[config.mk]
export PLATFORM = sky130hd
export DESIGN_NAME = i2c_reg_slave
export DESIGN_NICKNAME = d
export VERILOG_FILES = /design/src/rtl/i2c_reg_slave_pkg.sv /design/src/rtl/i2c_reg_slave_dp.sv /design/src/rtl/i2c_reg_slave_ctrl.sv /design/src/rtl/i2c_reg_slave.sv
export SDC_FILE = /design/constraint.sdc
export NUM_CORES = 1
export LEC_CHECK = 0
export ABC_AREA = 0
export BUFFER_PORTS_ARGS = -buffer_cell sky130_fd_sc_hd__buf_2
export CAP_MARGIN = 40
export CORE_ASPECT_RATIO = 1.75
export CORE_MARGIN = 2
export CORE_UTILIZATION = 25
export DETAILED_ROUTE_END_ITERATION = 8
export GPL_TIMING_DRIVEN = 0
export PLACE_DENSITY = 0.46
export SLEW_MARGIN = 30
export SYNTH_ARGS = -nofsm -noshare
export SYNTH_HDL_FRONTEND = slang
export SYNTH_SLANG_ARGS = --single-unit
[constraint.sdc]
create_clock -name clk -period 2.9 [get_ports clk]
set_clock_uncertainty 0.1 [all_clocks]
set_input_delay 0.145 -clock clk [delete_from_list [all_inputs] [get_ports clk]]
set_output_delay 0.145 -clock clk [all_outputs]
set_load 0.03 [all_outputs]
[src/rtl/i2c_reg_slave_pkg.sv]
package i2c_reg_slave_pkg;

  localparam int BYTE_W = 8;

  typedef enum logic [2:0] {
    ST_IDLE,
    ST_DEVADDR,
    ST_REGADDR,
    ST_WRITE,
    ST_READ,
    ST_SKIP
  } engState_t;

  // strobes from the control engine to the datapath
  typedef struct packed {
    logic driveAck;
    logic txMode;
    logic loadPtr;
    logic wrStrobe;
    logic rdStrobe;
  } ctlStrb_t;

  // bus events reported by the datapath
  typedef struct packed {
    logic startEv;
    logic stopEv;
    logic ackRise;
    logic sdaBit;
  } busEv_t;

endpackage

[src/rtl/i2c_reg_slave_dp.sv]
module i2c_reg_slave_dp
  import i2c_reg_slave_pkg::*;
#(
  parameter int ADDR_W      = 8,
  parameter int SYNC_STAGES = 2
) (
  input  logic              clk,
  input  logic              rstN,
  input  logic              sclIn,
  input  logic              sdaIn,
  input  ctlStrb_t          strb,
  output busEv_t            ev,
  output logic [BYTE_W-1:0] rxByte,
  output logic              sdaOe,
  output logic [ADDR_W-1:0] regAddr,
  output logic [BYTE_W-1:0] regWrData,
  output logic              regWrEn,
  output logic              regRdEn,
  input  logic [BYTE_W-1:0] regRdData
);

  localparam int CNT_W = $clog2(BYTE_W + 1);

  logic [SYNC_STAGES-1:0] sclSync, sdaSync;
  logic sclS, sdaS, sclD, sdaD;
  logic sclRise, sclFall, byteFull;
  logic [CNT_W-1:0]  bitCnt;
  logic [BYTE_W-1:0] txSh;

  // input synchronisers, idle level is high
  always_ff @(posedge clk or negedge rstN) begin
    if (!rstN) begin
      sclSync <= '1;
      sdaSync <= '1;
      sclD    <= 1'b1;
      sdaD    <= 1'b1;
    end else begin
      sclSync <= {sclSync[SYNC_STAGES-2:0], sclIn};
      sdaSync <= {sdaSync[SYNC_STAGES-2:0], sdaIn};
      sclD    <= sclS;
      sdaD    <= sdaS;
    end
  end

  assign sclS     = sclSync[SYNC_STAGES-1];
  assign sdaS     = sdaSync[SYNC_STAGES-1];
  assign sclRise  = sclS & ~sclD;
  assign sclFall  = ~sclS & sclD;
  assign byteFull = (bitCnt == CNT_W'(BYTE_W));

  assign ev.startEv = sclS & sclD & sdaD & ~sdaS;
  assign ev.stopEv  = sclS & sclD & ~sdaD & sdaS;
  assign ev.ackRise = sclRise & byteFull;
  assign ev.sdaBit  = sdaS;

  // bit counter: 0..7 data bits, BYTE_W marks the acknowledge slot
  always_ff @(posedge clk or negedge rstN) begin
    if (!rstN) begin
      bitCnt <= '0;
    end else if (ev.startEv || ev.stopEv) begin
      bitCnt <= '0;
    end else if (sclRise) begin
      bitCnt <= byteFull ? '0 : bitCnt + CNT_W'(1);
    end
  end

  always_ff @(posedge clk or negedge rstN) begin
    if (!rstN) begin
      rxByte <= '0;
    end else if (sclRise && !byteFull) begin
      rxByte <= {rxByte[BYTE_W-2:0], sdaS};
    end
  end

  // transmit shifter, loaded in the read-strobe cycle
  always_ff @(posedge clk or negedge rstN) begin
    if (!rstN) begin
      txSh <= '0;
    end else if (regRdEn) begin
      txSh <= regRdData;
    end else if (sclFall && strb.txMode && !byteFull) begin
      txSh <= {txSh[BYTE_W-2:0], 1'b0};
    end
  end

  // open-drain driver, updated only on SCL falling edges
  always_ff @(posedge clk or negedge rstN) begin
    if (!rstN) begin
      sdaOe <= 1'b0;
    end else if (ev.startEv || ev.stopEv) begin
      sdaOe <= 1'b0;
    end else if (sclFall) begin
      if (byteFull)         sdaOe <= strb.driveAck;
      else if (strb.txMode) sdaOe <= ~txSh[BYTE_W-1];
      else                  sdaOe <= 1'b0;
    end
  end

  // register port
  always_ff @(posedge clk or negedge rstN) begin
    if (!rstN) begin
      regWrEn   <= 1'b0;
      regRdEn   <= 1'b0;
      regWrData <= '0;
      regAddr   <= '0;
    end else begin
      regWrEn <= strb.wrStrobe;
      regRdEn <= strb.rdStrobe;
      if (strb.wrStrobe) regWrData <= rxByte;
      if (strb.loadPtr)              regAddr <= ADDR_W'(rxByte);
      else if (regWrEn || regRdEn)   regAddr <= regAddr + ADDR_W'(1);
    end
  end

  AST_OE_SCL_LOW: assert property (@(posedge clk) disable iff (!rstN)
    ($rose(sdaOe) || $fell(sdaOe)) && !$past(ev.stopEv) && !$past(ev.startEv) |-> !$past(sclS));
  AST_STOP_RELEASE: assert property (@(posedge clk) disable iff (!rstN)
    ev.stopEv |=> !sdaOe);
  AST_WR_PTR_STEP: assert property (@(posedge clk) disable iff (!rstN)
    $past(regWrEn) |-> regAddr == $past(regAddr) + ADDR_W'(1));
  AST_RD_SINGLE: assert property (@(posedge clk) disable iff (!rstN)
    regRdEn |=> !regRdEn);
  AST_STROBE_EXCL: assert property (@(posedge clk) disable iff (!rstN)
    !(regWrEn && regRdEn));

endmodule

[src/rtl/i2c_reg_slave_ctrl.sv]
module i2c_reg_slave_ctrl
  import i2c_reg_slave_pkg::*;
#(
  parameter logic [6:0] DEV_ADDR = 7'h2D
) (
  input  logic              clk,
  input  logic              rstN,
  input  busEv_t            ev,
  input  logic [BYTE_W-1:0] rxByte,
  output ctlStrb_t          strb
);

  engState_t state, stateNxt;
  logic addrHit, rdDir;

  assign addrHit = (rxByte[BYTE_W-1:1] == DEV_ADDR);
  assign rdDir   = rxByte[0];

  always_comb begin
    stateNxt = state;
    if (ev.stopEv) begin
      stateNxt = ST_IDLE;
    end else if (ev.startEv) begin
      stateNxt = ST_DEVADDR;
    end else if (ev.ackRise) begin
      case (state)
        ST_DEVADDR: stateNxt = !addrHit ? ST_SKIP : (rdDir ? ST_READ : ST_REGADDR);
        ST_REGADDR: stateNxt = ST_WRITE;
        ST_READ:    stateNxt = ev.sdaBit ? ST_SKIP : ST_READ;
        default:    stateNxt = state;
      endcase
    end
  end

  always_ff @(posedge clk or negedge rstN) begin
    if (!rstN) state <= ST_IDLE;
    else       state <= stateNxt;
  end

  always_comb begin
    strb.driveAck = ((state == ST_DEVADDR) && addrHit)
                    || (state == ST_REGADDR) || (state == ST_WRITE);
    strb.txMode   = (state == ST_READ);
    strb.loadPtr  = ev.ackRise && (state == ST_REGADDR);
    strb.wrStrobe = ev.ackRise && (state == ST_WRITE);
    strb.rdStrobe = ev.ackRise && (((state == ST_DEVADDR) && addrHit && rdDir)
                                   || ((state == ST_READ) && !ev.sdaBit));
  end

  AST_START_TO_ADDR: assert property (@(posedge clk) disable iff (!rstN)
    ev.startEv && !ev.stopEv |=> state == ST_DEVADDR);
  AST_SKIP_SILENT: assert property (@(posedge clk) disable iff (!rstN)
    (state == ST_SKIP) |-> !strb.driveAck && !strb.txMode);

endmodule

[src/rtl/i2c_reg_slave.sv]
module i2c_reg_slave
  import i2c_reg_slave_pkg::*;
#(
  parameter logic [6:0] DEV_ADDR    = 7'h2D,
  parameter int         ADDR_W      = 8,
  parameter int         SYNC_STAGES = 2
) (
  input  logic              clk,
  input  logic              rstN,
  input  logic              sclIn,
  input  logic              sdaIn,
  output logic              sdaOe,
  output logic [ADDR_W-1:0] regAddr,
  output logic [7:0]        regWrData,
  output logic              regWrEn,
  output logic              regRdEn,
  input  logic [7:0]        regRdData
);

  ctlStrb_t          strb;
  busEv_t            ev;
  logic [BYTE_W-1:0] rxByte;

  i2c_reg_slave_ctrl #(.DEV_ADDR(DEV_ADDR)) ctrl_i (
    .clk(clk), .rstN(rstN), .ev(ev), .rxByte(rxByte), .strb(strb)
  );

  i2c_reg_slave_dp #(.ADDR_W(ADDR_W), .SYNC_STAGES(SYNC_STAGES)) dp_i (
    .clk(clk), .rstN(rstN), .sclIn(sclIn), .sdaIn(sdaIn),
    .strb(strb), .ev(ev), .rxByte(rxByte), .sdaOe(sdaOe),
    .regAddr(regAddr), .regWrData(regWrData), .regWrEn(regWrEn),
    .regRdEn(regRdEn), .regRdData(regRdData)
  );

endmodule

* Word level (Yosys, flattened, before mapping)
Index checks and enable logic that the tools add are counted.
Storage, ports and cells: input port bits 12, bits in registers 48, output and inout port bits 19, logic and storage cells 75
Operators by class: bitwise operators 13, reductions and logical operators 23, multiplexer cells 18, $add $sub $neg 2, equality and inequality tests 6
Operators with widths (count):
- $mux W8 | 4
- $mux W3 | 5
- $mux W4 | 3
- $logic_and A1 B1 Y1 | 9
- $pmux W3 S3 | 1
- $add A8 B1 Y8 const B | 1
- $and A1 B1 Y1 | 8
- $reduce_bool A2 Y1 | 4
- $eq A7 B6 Y1 const B | 1
- $eq A3 B2 Y1 const B | 2
- $logic_or A1 B1 Y1 | 5
- $mux W1 | 5
- $not A1 Y1 | 5
- $reduce_bool A5 Y1 | 1
- $add A4 B1 Y4 const B | 1
- $eq A4 B4 Y1 const B | 1
- $eq A3 B1 Y1 const B | 1
- $eq A3 B3 Y1 const B | 1
- $reduce_bool A3 Y1 | 1
- $logic_not A1 Y1 | 2
- $reduce_and A2 Y1 | 1

* Longest topological paths before layout
word-level depth 7, mapped depth 7, mapped depth without buffers 6

* Hierarchy
Synthesis repeated with hierarchy kept, for this count alone.
Second synthesis, totals: cells, all modules 192, area total of the unflattened synthesis 2304.7 µm²
By module, submodules not included:
- i2c_reg_slave_dp | seq. area each 1133.6 µm², times used 1, cells each 160, area an instance 2011.9 µm²
- i2c_reg_slave_ctrl | seq. area each 75.1 µm², times used 1, cells each 32, area an instance 292.8 µm²

* Least setup slack after synthesis
OpenSTA, ideal clock, no wires.
path type register to register, start register dp_i.bitCnt[0], end register dp_i.regWrData[0], path slack 1215 ps, clock period less this slack 1685 ps, cell stages (with the launch flop) 7, buffers on the path 0, data arrival time 1460 ps, library setup time 125 ps, data required time 2675 ps, cells stage by stage dfrtp_1 > inv_1 > ha_1 > nand3b_4 > and2b_2 > nand3_4 > mux2_2
On the way: word-level cells in the longest chain between the ends 3
Ends and longest elaborated chain:
- start: declaration | line i2c_reg_slave_dp.sv:27 | logic [CNT_W-1:0] bitCnt;
- start signal: assignment | line i2c_reg_slave_dp.sv:63 | bitCnt <= byteFull ? '0 : bitCnt + CNT_W'(1);
- $eq A4 B4 Y1 | line i2c_reg_slave_dp.sv:49 | assign byteFull = (bitCnt == CNT_W'(BYTE_W));
- $and A1 B1 Y1 | line i2c_reg_slave_dp.sv:53 | assign ev.ackRise = sclRise & byteFull;
- $logic_and A1 B1 Y1 | line i2c_reg_slave_ctrl.sv:45 | strb.wrStrobe = ev.ackRise && (state == ST_WRITE);
- end signal: assignment | line i2c_reg_slave_dp.sv:109 | if (strb.wrStrobe) regWrData <= rxByte;
- end: declaration | line i2c_reg_slave_dp.sv:16 | output logic [BYTE_W-1:0] regWrData,
Every way passes these cells. A chain may end at the register's enable or synchronous reset.

* Worst setup path after layout
start register dp_i.bitCnt[0], end register dp_i.rxByte[7]
On the way: word-level cells in the longest chain between the ends 3
Ends and longest elaborated chain:
- $eq A4 B4 Y1 | line i2c_reg_slave_dp.sv:49
- $logic_not A1 Y1 | line i2c_reg_slave_dp.sv:70 | end else if (sclRise && !byteFull) begin
- $logic_and A1 B1 Y1 | line i2c_reg_slave_dp.sv:70
- end signal: assignment | line i2c_reg_slave_dp.sv:71 | rxByte <= {rxByte[BYTE_W-2:0], sdaS};
- end: declaration | line i2c_reg_slave_dp.sv:13 | output logic [BYTE_W-1:0] rxByte,
Every way passes these cells.

==> results.yml <==
run_status:
  status: "finished clean"
power:
  p_switching_uw: 393
  comb_power_share_pct: 9.5
  p_leak_nw: 1.31
  p_clk_share_pct: 41.5
  p_int_mw: 1.25
  seqPwrFrac_pct: 49.0
  power_density_nw_per_um2: 589
  irDropWorstVdd_uv: 284
  switching_share_pct: 23.9
cells_and_area:
  syn2layout_area_growth_pct: 26.6
  fill_cells: 895
  final_util_pct: 32.4
  drive_gt1_share_pct: 30.1
  nNetsFinal: 253
  num_antenna_cells: 0
synthesis:
  yosysUniqueCellTypes: 39
  avgSynthCellArea_um2: 11.6
  seq_area_frac_synth_pct: 54.8
  synth_edf_count: 0
  syn_inst: 190
  ys_warn_count: 0
  syn-num-nets: 205
  netlist_area_um2: 2210
  async_reset_ff_share_pct: 100
  synth_seq_cells: 48
  synth_ff_type: "dfrtp_1"
placement:
  portBuffers: 30
  gp_congestion: 0.767
  preCtsSetupSlack_ns: 1.02
  dp_hpwl_um: 3200
floorplanning:
  rows: 45
  io_pins: 31
  die_x_um: 75.0
  die_y_um: 128
  dieArea_um2: 9620
  start_util_pct: 25.6
  core_area_um2: 8610
timing:
  timing.slew.headroom_pct: 59.1
  holdWs_ns: 0.256
  slew_viol_final: 0
  max_freq_mhz: 542
  finalHoldViolCount: 0
  fin_ws_ns: 1.05
  worstMarginPinSlew_ns: 0.614
  fin_setup_tns_ns: 0
  setup_violations: 0
  rsz0062_at_grt: "false"
  fin_crit_ns: 1.85
  post-route-period-util_pct: 63.6
setup_path:
  worst-path-max-fanout: 10
  critPathKind: "flip-flop to flip-flop"
  critPathRequiredTime_ns: 2.98
  cp_data_arrival_time_ns: 1.92
  startpoint_type: "flip-flop"
  endpoint_kind: "flip-flop"
drt:
  via_per_inst: 4.31
  routed-via-count: 1533
  detail_route.wl_per_cell_um: 12.9
  ant_nets: 0
  drt-initial-drc-count: 52
  drt_wl_total_um: 4580
  first_pass_iters: 4
  drc: 0
global_routing:
  grt_pass1_wl_um: 7620
  overflow: 0
  grt_max_degree: 49
  grt_usage_pct: 10.4
  antenna_found_initial: 0
  grt_pass1_vias: 1612
flow_run:
  max_cap_viol_count: 0
clocking:
  cts_made_buffers: 5
  path_clk_slew_ns: 0.07
  cts.htree.levels: 2
  clock_path_buffers: 2
  cts-resized-gates: 0
  cts-root-buf: "clkbuf_16"
  cts_tree: "built"
  clk_latency_ns: 0.29
  cts_sinks: 48
worst_hold_path:
  hold_path_class: "flip-flop to flip-flop"
## critical path, cell delays in order, from the launching register on
cell and delay [ns]:
dfrtp_1 0.40, inv_1 0.10, ha_1 0.21, nand3b_4 0.14, nand2_1 0.17, buf_2 0.27, mux2_2 0.36
## metrics by stage
stage	power [mW]	cell area, µm²	instances
floorplan	0.904	2210	190
global placement	0.967	2500	337
detailed placement	0.970	2500	337
CTS	1.67	2790	356
global route	1.73	2790	356
finish	1.65	2790	356
## logic make-up (layout without fill, tap and decap cells)
family	after synthesis	after routing	synth area share, %
buf+inv	12	61	2.61
xor+xnor	9	9	3.57
mux	25	25	12.3
simple gates	57	57	15.7
fa+ha+maj	3	3	1.70
flops	48	48	54.8
compound gates	36	36	9.36
## final cells by class
class / instances / area, µm² / area share, %
plain buffers: 6 / 35.0 / 1.25
clock buffers: 6 / 139 / 4.97
clock inverters: 2 / 38.8 / 1.39
inverters: 6 / 22.5 / 0.806
multi-input cells: 130 / 940 / 33.6
flip-flops and latches: 48 / 1210 / 43.3
well taps: 117 / 146 / 5.24
repair buffers: 41 / 263 / 9.41
## Yosys cell counts (3+ instances only)
library cell	instances	area, µm²
dfstp_2	6	158
xor2_1	3	26.3
o21ai_1	7	35.0
mux2i_1	8	80.1
nand3_1	3	15.0
a21oi_1	12	60.1
xnor2_1	6	52.6
nor3_1	4	20.0
nor3b_1	4	30.0
nand2_1	12	45.0
nor2_1	15	56.3
mux2_2	17	191
buf_2	4	20.0
ha_1	3	37.5
inv_1	6	22.5
o21ai_0	6	30.0
nor2b_1	3	18.8
dfrtp_1	42	1050
## registers in the layout, summed over array words and instances (netlist names), 2 cells and up
name and count:
dp_i.regAddr 8, dp_i.sdaSync 2, ctrl_i.state 3, dp_i.regWrData 8
dp_i.rxByte 8, dp_i.sclSync 2, dp_i.txSh 8, dp_i.bitCnt 4
## per-layer routing
layer | up-vias | global-route usage, % | part of all wire, %
met5 | - | 0 | 0
met4 | 0 | 5.04 | 2.1
met3 | 5 | 2.12 | 2.6
met2 | 21 | 18.1 | 55
met1 | 744 | 11.6 | 40
li1 | 763 | - | -
## cells in the final DEF, fill, tap and decap left out, types with 2 or more instances in the layout
cell type / n
a31oi_1: 2
ha_1: 3
xor2_1: 3
or3_1: 2
o2111ai_1: 2
nand3b_1: 2
nor2_1: 15
dlygate4sd3_1: 11
dfrtp_1: 42
a21o_1: 2
nand3_1: 3
o21ai_0: 6
dfstp_2: 6
clkbuf_16: 5
a21oi_1: 12
nor3_1: 4
mux2i_1: 8
inv_1: 6
o21ai_1: 7
nand2_1: 12
xnor2_1: 6
nand3b_4: 2
buf_2: 33
nor2b_1: 3
and2b_2: 2
o22ai_1: 2
nor3b_1: 4
mux2_2: 17
## worst paths after layout
path	cells after the start	to	slack (ns)	startpoint
min in group asynchronous	2	dp_i.regWrData[5]	0.30	rstN
max	6	dp_i.rxByte[7]	1.05	dp_i.bitCnt[0]
min reg2reg	0	dp_i.sdaSync[1]	0.26	dp_i.sdaSync[0]
max reg2reg	6	dp_i.rxByte[7]	1.05	dp_i.bitCnt[0]
max in group asynchronous	2	dp_i.txSh[6]	1.97	rstN
min	0	dp_i.sdaSync[1]	0.26	dp_i.sdaSync[0]
## power groups by stage
stage                     clock [mW]  sequential [mW]  combinational [mW]
after floorplan                    0            0.798               0.106
after global routing           0.733            0.822               0.177
after CTS                      0.705            0.808               0.161
after detailed placement           0            0.821               0.149
after global placement             0            0.822               0.145
final                          0.682            0.806               0.156
## what timing repair did
item | CTS | global route
buffers inserted | 0 | 0
hold endpoints to repair | 52 | 0
hold buffers | 11 | 0
Note: power is estimated with default switching activity, not from simulation.
